**config.mk**
```make
export PLATFORM = sky130hd
export DESIGN_NAME = bankctl_top
export DESIGN_NICKNAME = d
export VERILOG_FILES = /design/src/rtl/bankctl_pkg.sv /design/src/rtl/bankctl_regs.sv /design/src/rtl/bankctl_map.sv /design/src/rtl/bankctl_out.sv /design/src/rtl/bankctl_top.sv
export SDC_FILE = /design/constraint.sdc
export NUM_CORES = 1
export LEC_CHECK = 0
export ABC_AREA = 1
export BUFFER_PORTS_ARGS = -buffer_cell sky130_fd_sc_hd__buf_2
export CAP_MARGIN = 5
export CORE_MARGIN = 5
export CORE_UTILIZATION = 50
export DETAILED_ROUTE_END_ITERATION = 16
export PLACE_DENSITY_LB_ADDON = 0.05
export RECOVER_POWER = 100
export SYNTH_ARGS = -nofsm -noshare
export SYNTH_HDL_FRONTEND = slang
export SYNTH_SLANG_ARGS = --single-unit
```
**constraint.sdc**
```tcl
create_clock -name clk -period 2.79 [get_ports clk]
set_clock_uncertainty 0.15 [all_clocks]
set_input_delay 0.558 -clock clk [delete_from_list [all_inputs] [get_ports clk]]
set_output_delay 0.558 -clock clk [all_outputs]
set_load 0.02 [all_outputs]
```
**src/rtl/bankctl_pkg.sv**
```systemverilog
package bankctl_pkg;
  localparam int LOW_W         = 5;
  localparam int UP_W          = 2;
  localparam int STRIDE_NORMAL = 5;
  localparam int STRIDE_MULTI  = 4;
  localparam int FULL_W        = UP_W + STRIDE_NORMAL;
  localparam logic [7:0] KEY_RAM_ON  = 8'h0A;
  localparam logic [7:0] KEY_RAM_OFF = 8'h00;
  localparam logic [7:0] OPEN_BUS    = 8'hFF;

  typedef enum logic [1:0] {
    SEL_RAMEN = 2'd0,
    SEL_LOW   = 2'd1,
    SEL_UPPER = 2'd2,
    SEL_MODE  = 2'd3
  } reg_sel_e;

  typedef struct packed {
    logic             ram_en;
    logic [LOW_W-1:0] low;
    logic [UP_W-1:0]  upper;
    logic             mode;
  } bank_state_t;
endpackage

```
**src/rtl/bankctl_regs.sv**
```systemverilog
module bankctl_regs
  import bankctl_pkg::*;
(
  input  logic        clk,
  input  logic        rst,
  input  logic        wr_stb,
  input  logic [2:0]  addr_hi,
  input  logic [7:0]  wdata,
  output bank_state_t state
);
  bank_state_t      st_q;
  reg_sel_e         sel;
  logic             ctl_wr;
  logic [LOW_W-1:0] low_next;

  assign sel    = reg_sel_e'(addr_hi[1:0]);
  assign ctl_wr = wr_stb && !addr_hi[2];

  always_comb begin
    low_next = wdata[LOW_W-1:0];
    if (low_next == '0) low_next = LOW_W'(1);
  end

  always_ff @(posedge clk) begin
    if (rst) begin
      st_q <= '{ram_en: 1'b0, low: LOW_W'(1), upper: '0, mode: 1'b0};
    end else if (ctl_wr) begin
      case (sel)
        SEL_RAMEN: begin
          if (wdata == KEY_RAM_ON)       st_q.ram_en <= 1'b1;
          else if (wdata == KEY_RAM_OFF) st_q.ram_en <= 1'b0;
        end
        SEL_LOW:   st_q.low   <= low_next;
        SEL_UPPER: st_q.upper <= wdata[UP_W-1:0];
        SEL_MODE:  st_q.mode  <= wdata[0];
        default: ;
      endcase
    end
  end

  assign state = st_q;

  AST_LOW_NONZERO: assert property (@(posedge clk) disable iff (rst)
    st_q.low != '0);

  AST_RAMEN_HOLD: assert property (@(posedge clk) disable iff (rst)
    (ctl_wr && sel == SEL_RAMEN && wdata != KEY_RAM_ON && wdata != KEY_RAM_OFF)
      |=> $stable(st_q.ram_en));

  AST_HIGH_WRITE_IGNORED: assert property (@(posedge clk) disable iff (rst)
    (wr_stb && addr_hi[2]) |=> $stable(st_q));
endmodule

```
**src/rtl/bankctl_map.sv**
```systemverilog
module bankctl_map
  import bankctl_pkg::*;
#(
  parameter int ROM_BANKS_LOG2 = 5,
  parameter int RAM_BANKS_LOG2 = 2
) (
  input  bank_state_t               state,
  input  logic                      multicart,
  output logic [ROM_BANKS_LOG2-1:0] sw_bank,
  output logic [ROM_BANKS_LOG2-1:0] fix_bank,
  output logic [RAM_BANKS_LOG2-1:0] ram_bank
);
  logic [LOW_W-1:0]  low_mask;
  logic [LOW_W-1:0]  low_eff;
  logic [FULL_W-1:0] up_shift;
  logic [FULL_W-1:0] sw_full;
  logic [FULL_W-1:0] fix_full;

  always_comb begin
    if (multicart) begin
      low_mask = LOW_W'((1 << STRIDE_MULTI) - 1);
      up_shift = FULL_W'(state.upper) << STRIDE_MULTI;
    end else begin
      low_mask = LOW_W'((1 << STRIDE_NORMAL) - 1);
      up_shift = FULL_W'(state.upper) << STRIDE_NORMAL;
    end
    low_eff  = state.low & low_mask;
    sw_full  = up_shift | FULL_W'(low_eff);
    fix_full = state.mode ? up_shift : '0;
  end

  generate
    if (ROM_BANKS_LOG2 >= FULL_W) begin : g_rom_nowrap
      assign sw_bank  = ROM_BANKS_LOG2'(sw_full);
      assign fix_bank = ROM_BANKS_LOG2'(fix_full);
    end else begin : g_rom_wrap
      logic [ROM_BANKS_LOG2-1:0] sw_trunc;
      logic                      wrapped;
      logic                      unused_fix_hi;
      assign sw_trunc      = sw_full[ROM_BANKS_LOG2-1:0];
      assign wrapped       = |sw_full[FULL_W-1:ROM_BANKS_LOG2];
      assign sw_bank       = (wrapped && sw_trunc == '0) ? ROM_BANKS_LOG2'(1) : sw_trunc;
      assign fix_bank      = fix_full[ROM_BANKS_LOG2-1:0];
      assign unused_fix_hi = ^fix_full[FULL_W-1:ROM_BANKS_LOG2];
    end

    if (RAM_BANKS_LOG2 >= UP_W) begin : g_ram_full
      assign ram_bank = state.mode ? RAM_BANKS_LOG2'(state.upper) : '0;
    end else begin : g_ram_trunc
      logic unused_up_hi;
      assign ram_bank     = state.mode ? state.upper[RAM_BANKS_LOG2-1:0] : '0;
      assign unused_up_hi = ^state.upper[UP_W-1:RAM_BANKS_LOG2];
    end
  endgenerate
endmodule

```
**src/rtl/bankctl_out.sv**
```systemverilog
module bankctl_out
  import bankctl_pkg::*;
#(
  parameter int ROM_BANKS_LOG2 = 5,
  parameter int RAM_BANKS_LOG2 = 2,
  localparam int ROM_AW = ROM_BANKS_LOG2 + 14,
  localparam int RAM_AW = RAM_BANKS_LOG2 + 13
) (
  input  logic                      clk,
  input  logic                      rst,
  input  logic [15:0]               cpu_addr,
  input  logic [7:0]                cpu_wdata,
  input  logic                      cpu_wr,
  input  logic                      cpu_rd,
  input  logic [7:0]                ram_rdata,
  input  logic                      ram_en,
  input  logic [ROM_BANKS_LOG2-1:0] sw_bank,
  input  logic [ROM_BANKS_LOG2-1:0] fix_bank,
  input  logic [RAM_BANKS_LOG2-1:0] ram_bank,
  output logic [ROM_AW-1:0]         rom_addr,
  output logic [RAM_AW-1:0]         ram_addr,
  output logic                      ram_ce,
  output logic                      ram_we,
  output logic [7:0]                ram_wdata,
  output logic [7:0]                ram_bus_data
);
  logic                      rom_win;
  logic                      ram_win;
  logic [ROM_BANKS_LOG2-1:0] rom_bank_sel;
  logic                      rd_hit_q;

  assign rom_win      = !cpu_addr[15];
  assign ram_win      = cpu_addr[15:13] == 3'b101;
  assign rom_bank_sel = cpu_addr[14] ? sw_bank : fix_bank;

  always_ff @(posedge clk) begin
    if (rst) begin
      rom_addr  <= '0;
      ram_addr  <= '0;
      ram_ce    <= 1'b0;
      ram_we    <= 1'b0;
      ram_wdata <= '0;
      rd_hit_q  <= 1'b0;
    end else begin
      if (rom_win) rom_addr <= {rom_bank_sel, cpu_addr[13:0]};
      if (ram_win) ram_addr <= {ram_bank, cpu_addr[12:0]};
      ram_ce   <= ram_win && ram_en && (cpu_rd || cpu_wr);
      ram_we   <= ram_win && ram_en && cpu_wr;
      rd_hit_q <= ram_win && ram_en && cpu_rd && !cpu_wr;
      if (cpu_wr) ram_wdata <= cpu_wdata;
    end
  end

  assign ram_bus_data = rd_hit_q ? ram_rdata : OPEN_BUS;

  AST_WE_NEEDS_CE: assert property (@(posedge clk) disable iff (rst)
    ram_we |-> ram_ce);
endmodule

```
**src/rtl/bankctl_top.sv**
```systemverilog
module bankctl_top
  import bankctl_pkg::*;
#(
  parameter int ROM_BANKS_LOG2 = 5,
  parameter int RAM_BANKS_LOG2 = 2,
  localparam int ROM_AW = ROM_BANKS_LOG2 + 14,
  localparam int RAM_AW = RAM_BANKS_LOG2 + 13
) (
  input  logic              clk,
  input  logic              rst,
  input  logic              multicart,
  input  logic [15:0]       cpu_addr,
  input  logic [7:0]        cpu_wdata,
  input  logic              cpu_wr,
  input  logic              cpu_rd,
  input  logic [7:0]        ram_rdata,
  output logic [ROM_AW-1:0] rom_addr,
  output logic [RAM_AW-1:0] ram_addr,
  output logic              ram_ce,
  output logic              ram_we,
  output logic [7:0]        ram_wdata,
  output logic [7:0]        ram_bus_data
);
  bank_state_t               state;
  logic [ROM_BANKS_LOG2-1:0] sw_bank;
  logic [ROM_BANKS_LOG2-1:0] fix_bank;
  logic [RAM_BANKS_LOG2-1:0] ram_bank;

  bankctl_regs u_regs (
    .clk     (clk),
    .rst     (rst),
    .wr_stb  (cpu_wr),
    .addr_hi (cpu_addr[15:13]),
    .wdata   (cpu_wdata),
    .state   (state)
  );

  bankctl_map #(
    .ROM_BANKS_LOG2 (ROM_BANKS_LOG2),
    .RAM_BANKS_LOG2 (RAM_BANKS_LOG2)
  ) u_map (
    .state     (state),
    .multicart (multicart),
    .sw_bank   (sw_bank),
    .fix_bank  (fix_bank),
    .ram_bank  (ram_bank)
  );

  bankctl_out #(
    .ROM_BANKS_LOG2 (ROM_BANKS_LOG2),
    .RAM_BANKS_LOG2 (RAM_BANKS_LOG2)
  ) u_out (
    .clk          (clk),
    .rst          (rst),
    .cpu_addr     (cpu_addr),
    .cpu_wdata    (cpu_wdata),
    .cpu_wr       (cpu_wr),
    .cpu_rd       (cpu_rd),
    .ram_rdata    (ram_rdata),
    .ram_en       (state.ram_en),
    .sw_bank      (sw_bank),
    .fix_bank     (fix_bank),
    .ram_bank     (ram_bank),
    .rom_addr     (rom_addr),
    .ram_addr     (ram_addr),
    .ram_ce       (ram_ce),
    .ram_we       (ram_we),
    .ram_wdata    (ram_wdata),
    .ram_bus_data (ram_bus_data)
  );

  AST_CE_NEEDS_EN: assert property (@(posedge clk) disable iff (rst)
    ram_ce |-> $past(state.ram_en));

  AST_FIXED_BANK0_MODE0: assert property (@(posedge clk) disable iff (rst)
    $past(cpu_addr[15:14] == 2'b00 && !state.mode) |-> rom_addr[ROM_AW-1:14] == '0);
endmodule

```
# Yosys cells after proc, flatten, opt, wreduce, memory -nomap -nowiden
# Cells that the tools add are included.
[word_totals]
register_bits = 54
inputBits = 37
word_cells = 47
[op_classes]
n_reduce_logical = 20
n_bitwise = 2
mux = 10
n_eq_ne = 5
[op_table]
columns = ["op", "n"]
rows = [
  ["5-bit two-way mux", 5],
  ["5-bit zero test", 2],
  ["8-bit by 4-bit == test with 1-bit output, second input constant", 1],
  ["8-bit zero test", 1],
  ["8-bit two-way mux", 1],
  ["1-bit logical AND", 7],
  ["7-bit two-way mux", 1],
  ["7-bit by 5-bit bitwise OR with 7-bit output", 1],
  ["2-bit AND reduction", 3],
  ["5-bit AND", 1],
  ["2-bit == test, second input constant", 2],
  ["3-bit == test, second input constant", 1],
  ["3-bit AND reduction", 1],
  ["2-bit by 1-bit == test with 1-bit output, second input constant", 1],
  ["1-bit zero test", 2],
  ["2-bit zero test", 1],
  ["1-bit two-way mux", 2],
  ["2-bit two-way mux", 1],
  ["2-bit nonzero test", 1],
  ["2-bit OR reduction", 1],
  ["1-bit logical OR", 1],
]

# Longest topological paths before layout
# Gate-level depths: netlist of the first run.
[depth]
word_depth = 7
mapped_depth = 7
ltp_nobuf = 7

# Hierarchy
# Synthesis of the first run repeated with hierarchy kept, for this count alone.
[unflattened]
cells_unflattened = 352
area_unflattened_um2 = 2409.8
[modules_own_cells]
columns = ["mod", "area_each_um2", "cells_per_inst", "seq_area_each_um2", "n_inst"]
rows = [
  ["bankctl_out", 1853.0, 265, 900.9, 1],
  ["bankctl_regs", 420.4, 55, 180.2, 1],
  ["bankctl_map", 136.4, 32, 0.0, 1],
]

# Least setup slack after synthesis of the first run
# No wires, ideal clock.
[synth_timing]
kind = "input-to-output"
start = "in ram_rdata[0]"
end = "out ram_bus_data[0]"
path_stages = 2
arrival_ps = 724
path_buffers = 0
t_required_ps = 2082
slack_ps = 1358
path_cell_list = "inv_1 -> nand2_1"
[synth_via]
elab_chain_len = 1
[synth_lines]
columns = ["item", "line_no", "rtl"]
rows = [
  ["start: declaration", "bankctl_top.sv:16", "input logic [7:0] ram_rdata,"],
  ["8-bit two-way mux", "bankctl_out.sv:54", "assign ram_bus_data = rd_hit_q ? ram_rdata : OPEN_BUS;"],
  ["end: declaration", "bankctl_top.sv:22", "output logic [7:0] ram_bus_data"],
]
# Every way passes these cells.

# Final worst setup path of the first run
[layout_timing]
start = "in cpu_addr[15]"
end = "reg u_regs.st_q (netlist bit u_regs.state[4])"
[layout_via]
elab_chain_len = 3
[layout_lines]
columns = ["item", "line_no", "rtl"]
rows = [
  ["start: declaration", "bankctl_top.sv:12", "input logic [15:0] cpu_addr,"],
  ["1-bit zero test", "-", ""],
  ["1-bit logical AND", "bankctl_regs.sv:17", "assign ctl_wr = wr_stb && !addr_hi[2];"],
  ["2-bit AND reduction (no source line)", "-", ""],
  ["end signal: assignment", "bankctl_regs.sv:26", "st_q <= '{ram_en: 1'b0, low: LOW_W'(1), upper: '0, mode: 1'b0};"],
  ["end: declaration", "bankctl_regs.sv:11", "bank_state_t st_q;"],
]
# Every way passes these cells.
# A chain may end at the register's enable or synchronous reset.

==> results of run 1 <==
[kinds of logic (layout without fill, tap and decap cells)]
kind of cell	after synthesis	after routing	synth area share, %
AOI/OAI and AO/OA	63	63	16.06
DFF	54	54	52.17
and+or+nand+nor	118	118	24.03
buffers and inverters	36	121	7.729
[layer usage]
metal  global-route usage [%]  up-vias
li1                         -     1035
met1                    20.95      868
met2                    32.59       46
met3                    4.865        5
met4                    5.336        0
met5                        0        -
[Yosys cell counts]
master    instances
buf_2             3
nand2_1          33
nor4_1            1
nor2_1           69
nand3_4           2
a211oi_1          2
nand4_1           1
buf_1             1
dfxtp_1          54
inv_2             4
nor3_2            1
inv_1            19
clkinv_4          1
nor3_1            3
a31oi_1           2
o21a_1            1
o21ai_0          38
nand2_2           1
buf_6             2
a21oi_1          17
and2_0            1
clkbuf_1          5
nand3_1           6
o31ai_2           1
clkbuf_2          1
o21ai_1           2
[worst min path at each step]
stage	to	slack (ns)
2_1_floorplan	u_regs.state[7]	0.29
3_3_place_gp	u_out.ram_wdata[7]	0.30
3_5_place_dp	u_out.ram_wdata[7]	0.31
4_1_cts	u_out.ram_wdata[7]	0.33
5_1_grt	u_out.ram_addr[14]	0.35
6_report	u_out.ram_wdata[7]	0.32
[metrics by stage]
| step | setup slack [ns] | utilization (%) | area, um2 |
|---|---|---|---|
| 5_1_grt | 0.5136 | 63.18 | 2527 |
| 3_3_place_gp | 0.8740 | 62.93 | 2517 |
| 6_report | 0.7320 | 63.18 | 2527 |
| 4_1_cts | 1.059 | 65.22 | 2609 |
| 3_5_place_dp | 0.8391 | 62.93 | 2517 |
| 2_1_floorplan | 1.358 | - | 2072 |
[worst max-delay path, cell delays in order]
cell,delay [ns]
clkbuf_1,0.58
inv_2,0.32
nand2_1,0.19
inv_1,0.09
nand3_4,0.09
inv_2,0.05
o21ai_0,0.14
a21oi_1,0.05
[where the power goes]
part	switching, mW	internal [mW]
clock	0.236	0.201
sequential	0.0186	0.808
combinational	0.133	0.0612
total	0.388	1.07
[sequential cells by signal, summed over array words and instances (netlist names)]
register         flops
u_out.rom_addr      19
u_out.ram_ce         1
u_out.ram_wdata      8
u_out.ram_we         1
u_out.ram_addr      15
u_out.rd_hit_q       1
u_regs.state         9
[cells in the final DEF, fill, tap and decap left out]
master	instances
nor2_1	69
clkbuf_1	56
dfxtp_1	54
o21ai_0	40
nand2_1	34
buf_2	33
inv_1	20
a21oi_1	17
nand3_1	6
clkbuf_8	6
nor3_1	4
inv_2	3
nand3_4	2
a31oi_1	2
a211oi_1	2
clkinv_4	1
nand4_1	1
o31ai_1	1
o21a_1	1
nor4_1	1
and2_0	1
clkinv_2	1
buf_4	1
[final cells by class]
class,count,area [um2],share of cell area [%]
Clock inverter,1,5.005,0.1980
Sequential cell,54,1081,42.77
Multi-Input combinational cell,181,818.3,32.38
Tap cell,50,62.56,2.475
Inverter,24,95.09,3.762
Clock buffer,7,86.33,3.416
Timing Repair Buffer,89,379.1,15.00
==> metrics, run 1 <==
outcome=finished clean; Setup crit end=u_regs.state[4]; port bufs=88; peak supply drop=0.0002823 V; Clock Latency Late Sink=0.30 ns; first-pass GRT wire length=7872 um; Setup CP Type=primary input to flip-flop; FF-to-FF path depth=6; Cell Area, Synth=0.002072 mm2; Synth top area share=52.17%; Leakage=1.070 nW; Root Buffer=clkbuf_8; worst endpoint required time=2.83 ns; yosys warns=0; setup TNS=0 ns; vias in the first global route=1,805; worst rel slew slack=46.80%; post-cts gate resize count=0; Max Slew Vio Count=0; core area=0.004000 mm2; start point of the worst hold path=u_out.ram_wdata[7]; Worst Hold Class=flip-flop to flip-flop; drt via density=4.813; M1 WL=2166 um; hold_ws=0.3231 ns; Max Cap Viol=0; routed len/inst=12.24 um; Die H=74.38 um; total grt overflow=0; Pwr per Cell Area=576.5 mW/mm2; worst reg2reg startpoint=u_regs.state[1]; top routing layer in use=met4; non-filler cells, final=406; CP endpoint kind=flip-flop; clk sink count=54; initial antenna violation count=0; vias=1,954; Fin. Hold Viols=0; Worst setup SP type=primary input; cts hold-fix bufs=0; Fillers=422; ANT nets after route=0; Placer Congestion=0.7720; crit path max fanout=20; Synth Instances=271; crit path DAT=2.10 ns; die width=74.38 um; R2R Setup Slk=1.68 ns; final setup fails=0; synth top area cells=dfxtp_1 (52%), nor2_1 (13%), o21ai_0 (9.2%); hold path cells=2; drt pass-1 iters=4; CTS clk-pin slew, worst paths=0.08 ns; final wirelength=4969 um; Power, Total=1.457 mW; Yosys top cell by area=dfxtp_1; CTS HTree Levels=2; Longest Clk Path Bufs=2; final cycle utilization of the critical path=73.76%; worst setup path startpoint=cpu_addr[15]; Post-layout nets=392; P&R area growth vs syn=21.98%; Seq cells post-synth=54; CTS tree=done; RSZ-0062 raised after global routing=false; DP Wirelength=3717 um; I/O pins=89; count of different cell masters after synthesis=26; Avg Cell Area, Syn=7.646 um2; worst-margin pin slew=0.7980 ns; ratio of cells with drive above 1 in the final layout=13.20%; largest net degree at the start of global routing=23; reg2reg end=u_out.rom_addr[14]; post-CTS setup buffer count=0; cts bufs inserted=5; Mapped Nets=308; gr usage total=18.12%; Die ar.=0.005532 mm2; wire length on met3=331 um; Tmin final=2.058 ns; # DRC=0; Highest Clock Rate=0.4859 GHz; placed insts=398; post-synthesis sequential area ratio=52.17%; met2 WL=2436 um; Ant. Diodes=0; number of DRC markers in iteration 0=120; Starting Density=51.80%; Rows=23
Power figures use the tool's default switching activity.
==> run 2: changes to the inputs <==
--- a/config.mk
+++ b/config.mk
@@ -5,11 +5,11 @@
 export SDC_FILE = /design/constraint.sdc
 export NUM_CORES = 1
 export LEC_CHECK = 0
-export ABC_AREA = 1
+export ABC_AREA = 0
 export BUFFER_PORTS_ARGS = -buffer_cell sky130_fd_sc_hd__buf_2
 export CAP_MARGIN = 5
 export CORE_MARGIN = 5
-export CORE_UTILIZATION = 50
+export CORE_UTILIZATION = 47
 export DETAILED_ROUTE_END_ITERATION = 16
 export PLACE_DENSITY_LB_ADDON = 0.05
 export RECOVER_POWER = 100
==> constraint.sdc (replaced) <==
create_clock -name clk -period 1.9 [get_ports clk]
set_clock_uncertainty 0.15 [all_clocks]
set_input_delay 0.38 -clock clk [delete_from_list [all_inputs] [get_ports clk]]
set_output_delay 0.38 -clock clk [all_outputs]
set_load 0.02 [all_outputs]
==> run 2 against run 1 <==
Net effect:
- via count decreased by 7.8%
- count of clock-buffer cells in the layout shrank 2
- hold slack got worse by 0.18 ns
- utilization decreased by 3.9 points
- register-to-register slack worse by 1.1 ns
- sequential share of layout area down 0.61 points
- cell area up 1.4%
- synthesized area increased by 0.54%
- non-clock buffer count grew 7
- wire length decreased by 0.83%
- critical path type unchanged
- critical endpoint is now u_out.ram_addr[7]
==> metrics, run 2 <==
outcome=finished clean (unchanged); final wirelength=4928 um (was 4969 um); post-synthesis sequential area ratio=51.89% (was 52.17%); Highest Clock Rate=0.6309 GHz; Worst setup SP type=primary input (unchanged); Max Cap Viol=0 (unchanged); ANT nets after route=0 (unchanged); R2R Setup Slk=0.59 ns (was 1.68 ns); total grt overflow=0 (unchanged); worst rel slew slack=36.59% (was 46.80%); crit path DAT=1.66 ns (was 2.10 ns); CP endpoint kind=flip-flop (unchanged); Fillers=453 (was 422); initial antenna violation count=0 (unchanged); die width=76.58 um (was 74.38 um); P&R area growth vs syn=23.06% (was 21.98%); Top reg by flops=u_out.rom_addr (unchanged); Synth Instances=222 (was 271); slowest cell on the critical path=clkbuf_1 (unchanged); Synth top cells by count=dfxtp_1 (54), nand2_1 (34), nor2_1 (31) (was nor2_1 (69), dfxtp_1 (54), o21ai_0 (38)); Placer Congestion=0.8258 (was 0.7720); CP delay by family, top=buffers and inverters (unchanged); cts hold-fix bufs=0 (unchanged); final setup margin=0.3151 ns (was 0.7320 ns); I/O pins=89 (unchanged); most frequent cell after synthesis=dfxtp_1 (was nor2_1); NetSw=0.5403 mW (was 0.3877 mW); yosys warns=0 (unchanged); Fin. Hold Viols=0 (unchanged); crit path max fanout=10 (was 20); CTS tree=done (unchanged); Die ar.=0.005864 mm2 (was 0.005532 mm2); port bufs=88 (unchanged); synth top area cells=dfxtp_1 (52%), mux2i_1 (14%), nand2_1 (6.1%) (was dfxtp_1 (52%), nor2_1 (13%), o21ai_0 (9.2%)); post-synthesis mux area share=14.95% (was 0%); Seq cells post-synth=54 (unchanged); Max Slew Vio Count=0 (unchanged); Longest Clk Path Bufs=2 (unchanged); Post-layout nets=347 (was 392); vias in the first global route=1,757 (was 1,805); number of DRC markers in iteration 0=83 (was 120); Crit path top cell by count=clkbuf_1 (was inv_2); Avg Cell Area, Syn=9.384 um2 (was 7.646 um2); Max stage delay on crit path=0.42 ns (was 0.58 ns); CTS HTree Levels=2 (unchanged); most common cell after layout, fill and taps aside=clkbuf_1 (was nor2_1); ys async rst share=0% (unchanged); count of different cell masters after synthesis=33 (was 26); cts bufs inserted=5 (unchanged); Leakage=1.062 nW (was 1.070 nW); simple-gate share of the synthesized area=21.68% (was 24.03%); Largest register FFs=19 (unchanged); largest family of logic cells by synthesized area=simple AND/OR/NAND/NOR gates (unchanged); Post-synth EDFFs=0 (unchanged); Cell Area, Synth=0.002083 mm2 (was 0.002072 mm2); Switching Fraction=26.18% (was 26.61%); Starting Density=48.18% (was 51.80%); worst endpoint required time=1.98 ns (was 2.83 ns); Internal=1.523 mW (was 1.069 mW); Seq pwr share=57.9% (was 56.7%); peak supply drop=0.0004861 V (was 0.0002823 V); most frequent cells in the layout=clkbuf_1 (59), dfxtp_1 (54), nand2_1 (34) (was nor2_1 (69), clkbuf_1 (56), dfxtp_1 (54)); final cycle utilization of the critical path=83.42%; # DRC=0 (unchanged); Synth Area in Adders=0% (unchanged); Place WS=0.3710 ns (was 0.8391 ns); gr usage total=16.75% (was 18.12%); Logic pwr share=12.5% (was 13.3%); Yosys top cell by area=dfxtp_1 (unchanged); Tmin final=1.585 ns; Setup CP Type=primary input to flip-flop (unchanged); CTS clk-pin slew, worst paths=0.10 ns (was 0.08 ns); CP bufs+invs=2 (was 4); setup TNS=0 ns (unchanged); Clock Latency Late Sink=0.30 ns (about the same); clk sink count=54 (unchanged); post-CTS setup buffer count=0 (unchanged); Synth top area share=51.89% (was 52.17%); post-cts gate resize count=0 (unchanged); worst-path cell chain=clkbuf_1 > and3b_1 > clkbuf_1 > nand2_1 > a21oi_1 (was clkbuf_1 > inv_2 > nand2_1 > inv_1 > nand3_4 > inv_2 > o21ai_0 > a21oi_1); vias=1,801 (was 1,954); Root Buffer=clkbuf_8 (unchanged); Multi-input gate area=909.6 um2 (was 818.3 um2); Mapped Nets=259 (was 308); hold_ws=0.1427 ns (was 0.3231 ns); Ant. Diodes=0 (unchanged); largest net degree at the start of global routing=30 (was 23); DP Wirelength=3614 um (was 3717 um); Die H=76.58 um (was 74.38 um); Pwr per Cell Area=805.0 mW/mm2 (was 576.5 mW/mm2); RSZ-0062 raised after global routing=false (unchanged); core area=0.004324 mm2 (was 0.004000 mm2); worst-margin pin slew=0.9512 ns (was 0.7980 ns); drt via density=4.975 (was 4.813); xor and xnor area share after synthesis=0% (unchanged); Rows=24 (was 23); Register Area=0.001081 mm2 (unchanged); drt pass-1 iters=4 (unchanged); first-pass GRT wire length=8245 um (was 7872 um); part of the power in the clock network=29.6% (was 30.0%); routed len/inst=13.61 um (was 12.24 um); Worst Hold Class=primary input to flip-flop (was flip-flop to flip-flop); final setup fails=0 (unchanged); Most used DFF post-synth=dfxtp_1 (unchanged); ratio of cells with drive above 1 in the final layout=14.52% (was 13.20%); Synth Area in Compound Gates=7.147% (was 16.06%)
-- run 2: changes by cell type after synthesis, moves of 3 or more --
cell and delta:
nand2b_1 +8, nor3_1 -3, inv_1 -17, buf_4 +3, nand3_1 -3, mux2i_1 +30, nor2_1 -38, inv_2 -4
a21oi_1 +3, buf_2 +3, o21ai_0 -38, nand3b_1 +4
-- run 2: cells by family (layout without fill, tap and decap cells) --
family          count (synthesis)  count (layout)
flops                          54              54
compound gates                 26              26
mux                            31              31
simple gates                   94              94
buf+inv                        17             105
-- run 2: area by class of cell --
| cell class | count | area share (%) |
|---|---|---|
| clock buffers | 5 | 2.684 |
| clock inverters | 2 | 0.5857 |
| inverters | 2 | 0.2928 |
| multi-input cells | 151 | 35.48 |
| flip-flops and latches | 54 | 42.17 |
| well taps | 52 | 2.538 |
| repair buffers | 96 | 16.25 |
-- run 2: power by group through the flow --
| stage | Combinational, mW | Sequential (mW) | Clock [mW] |
|---|---|---|---|
| global route | 0.285 | 1.20 | 0.680 |
| CTS | 0.276 | 1.20 | 0.633 |
| detailed placement | 0.276 | 1.22 | 0 |
| finish | 0.258 | 1.20 | 0.610 |
| floorplan | 0.115 | 1.27 | 0 |
| global placement | 0.273 | 1.22 | 0 |
-- run 2: path summary, 6_finish.rpt --
kind | start | to | cells after the start
hold / removal | cpu_rd | u_out.ram_ce | 2
hold reg to reg | u_out.ram_addr[6] | u_out.ram_addr[6] | 2
setup / recovery | cpu_addr[15] | u_out.ram_addr[7] | 5
setup reg to reg | u_regs.state[4] | u_out.rom_addr[14] | 3
-- run 2: metal layers --
layer,up-vias,part of all wire [%],global-route usage (%)
li1,916,-,-
met1,822,47,21.06
met2,56,45,27.31
met3,7,7.1,5.201
met4,0,1.1,5.245
met5,-,0,0
-- run 2: through the flow --
stage / total power [mW] / cells / instance area, um2 / utilization [%]
floorplan: 1.384 / 222 / 2083 / -
global placement: 1.493 / 355 / 2566 / 59.35
detailed placement: 1.497 / 355 / 2566 / 59.35
CTS: 2.105 / 362 / 2650 / 61.28
global route: 2.168 / 362 / 2564 / 59.29
finish: 2.064 / 362 / 2564 / 59.29
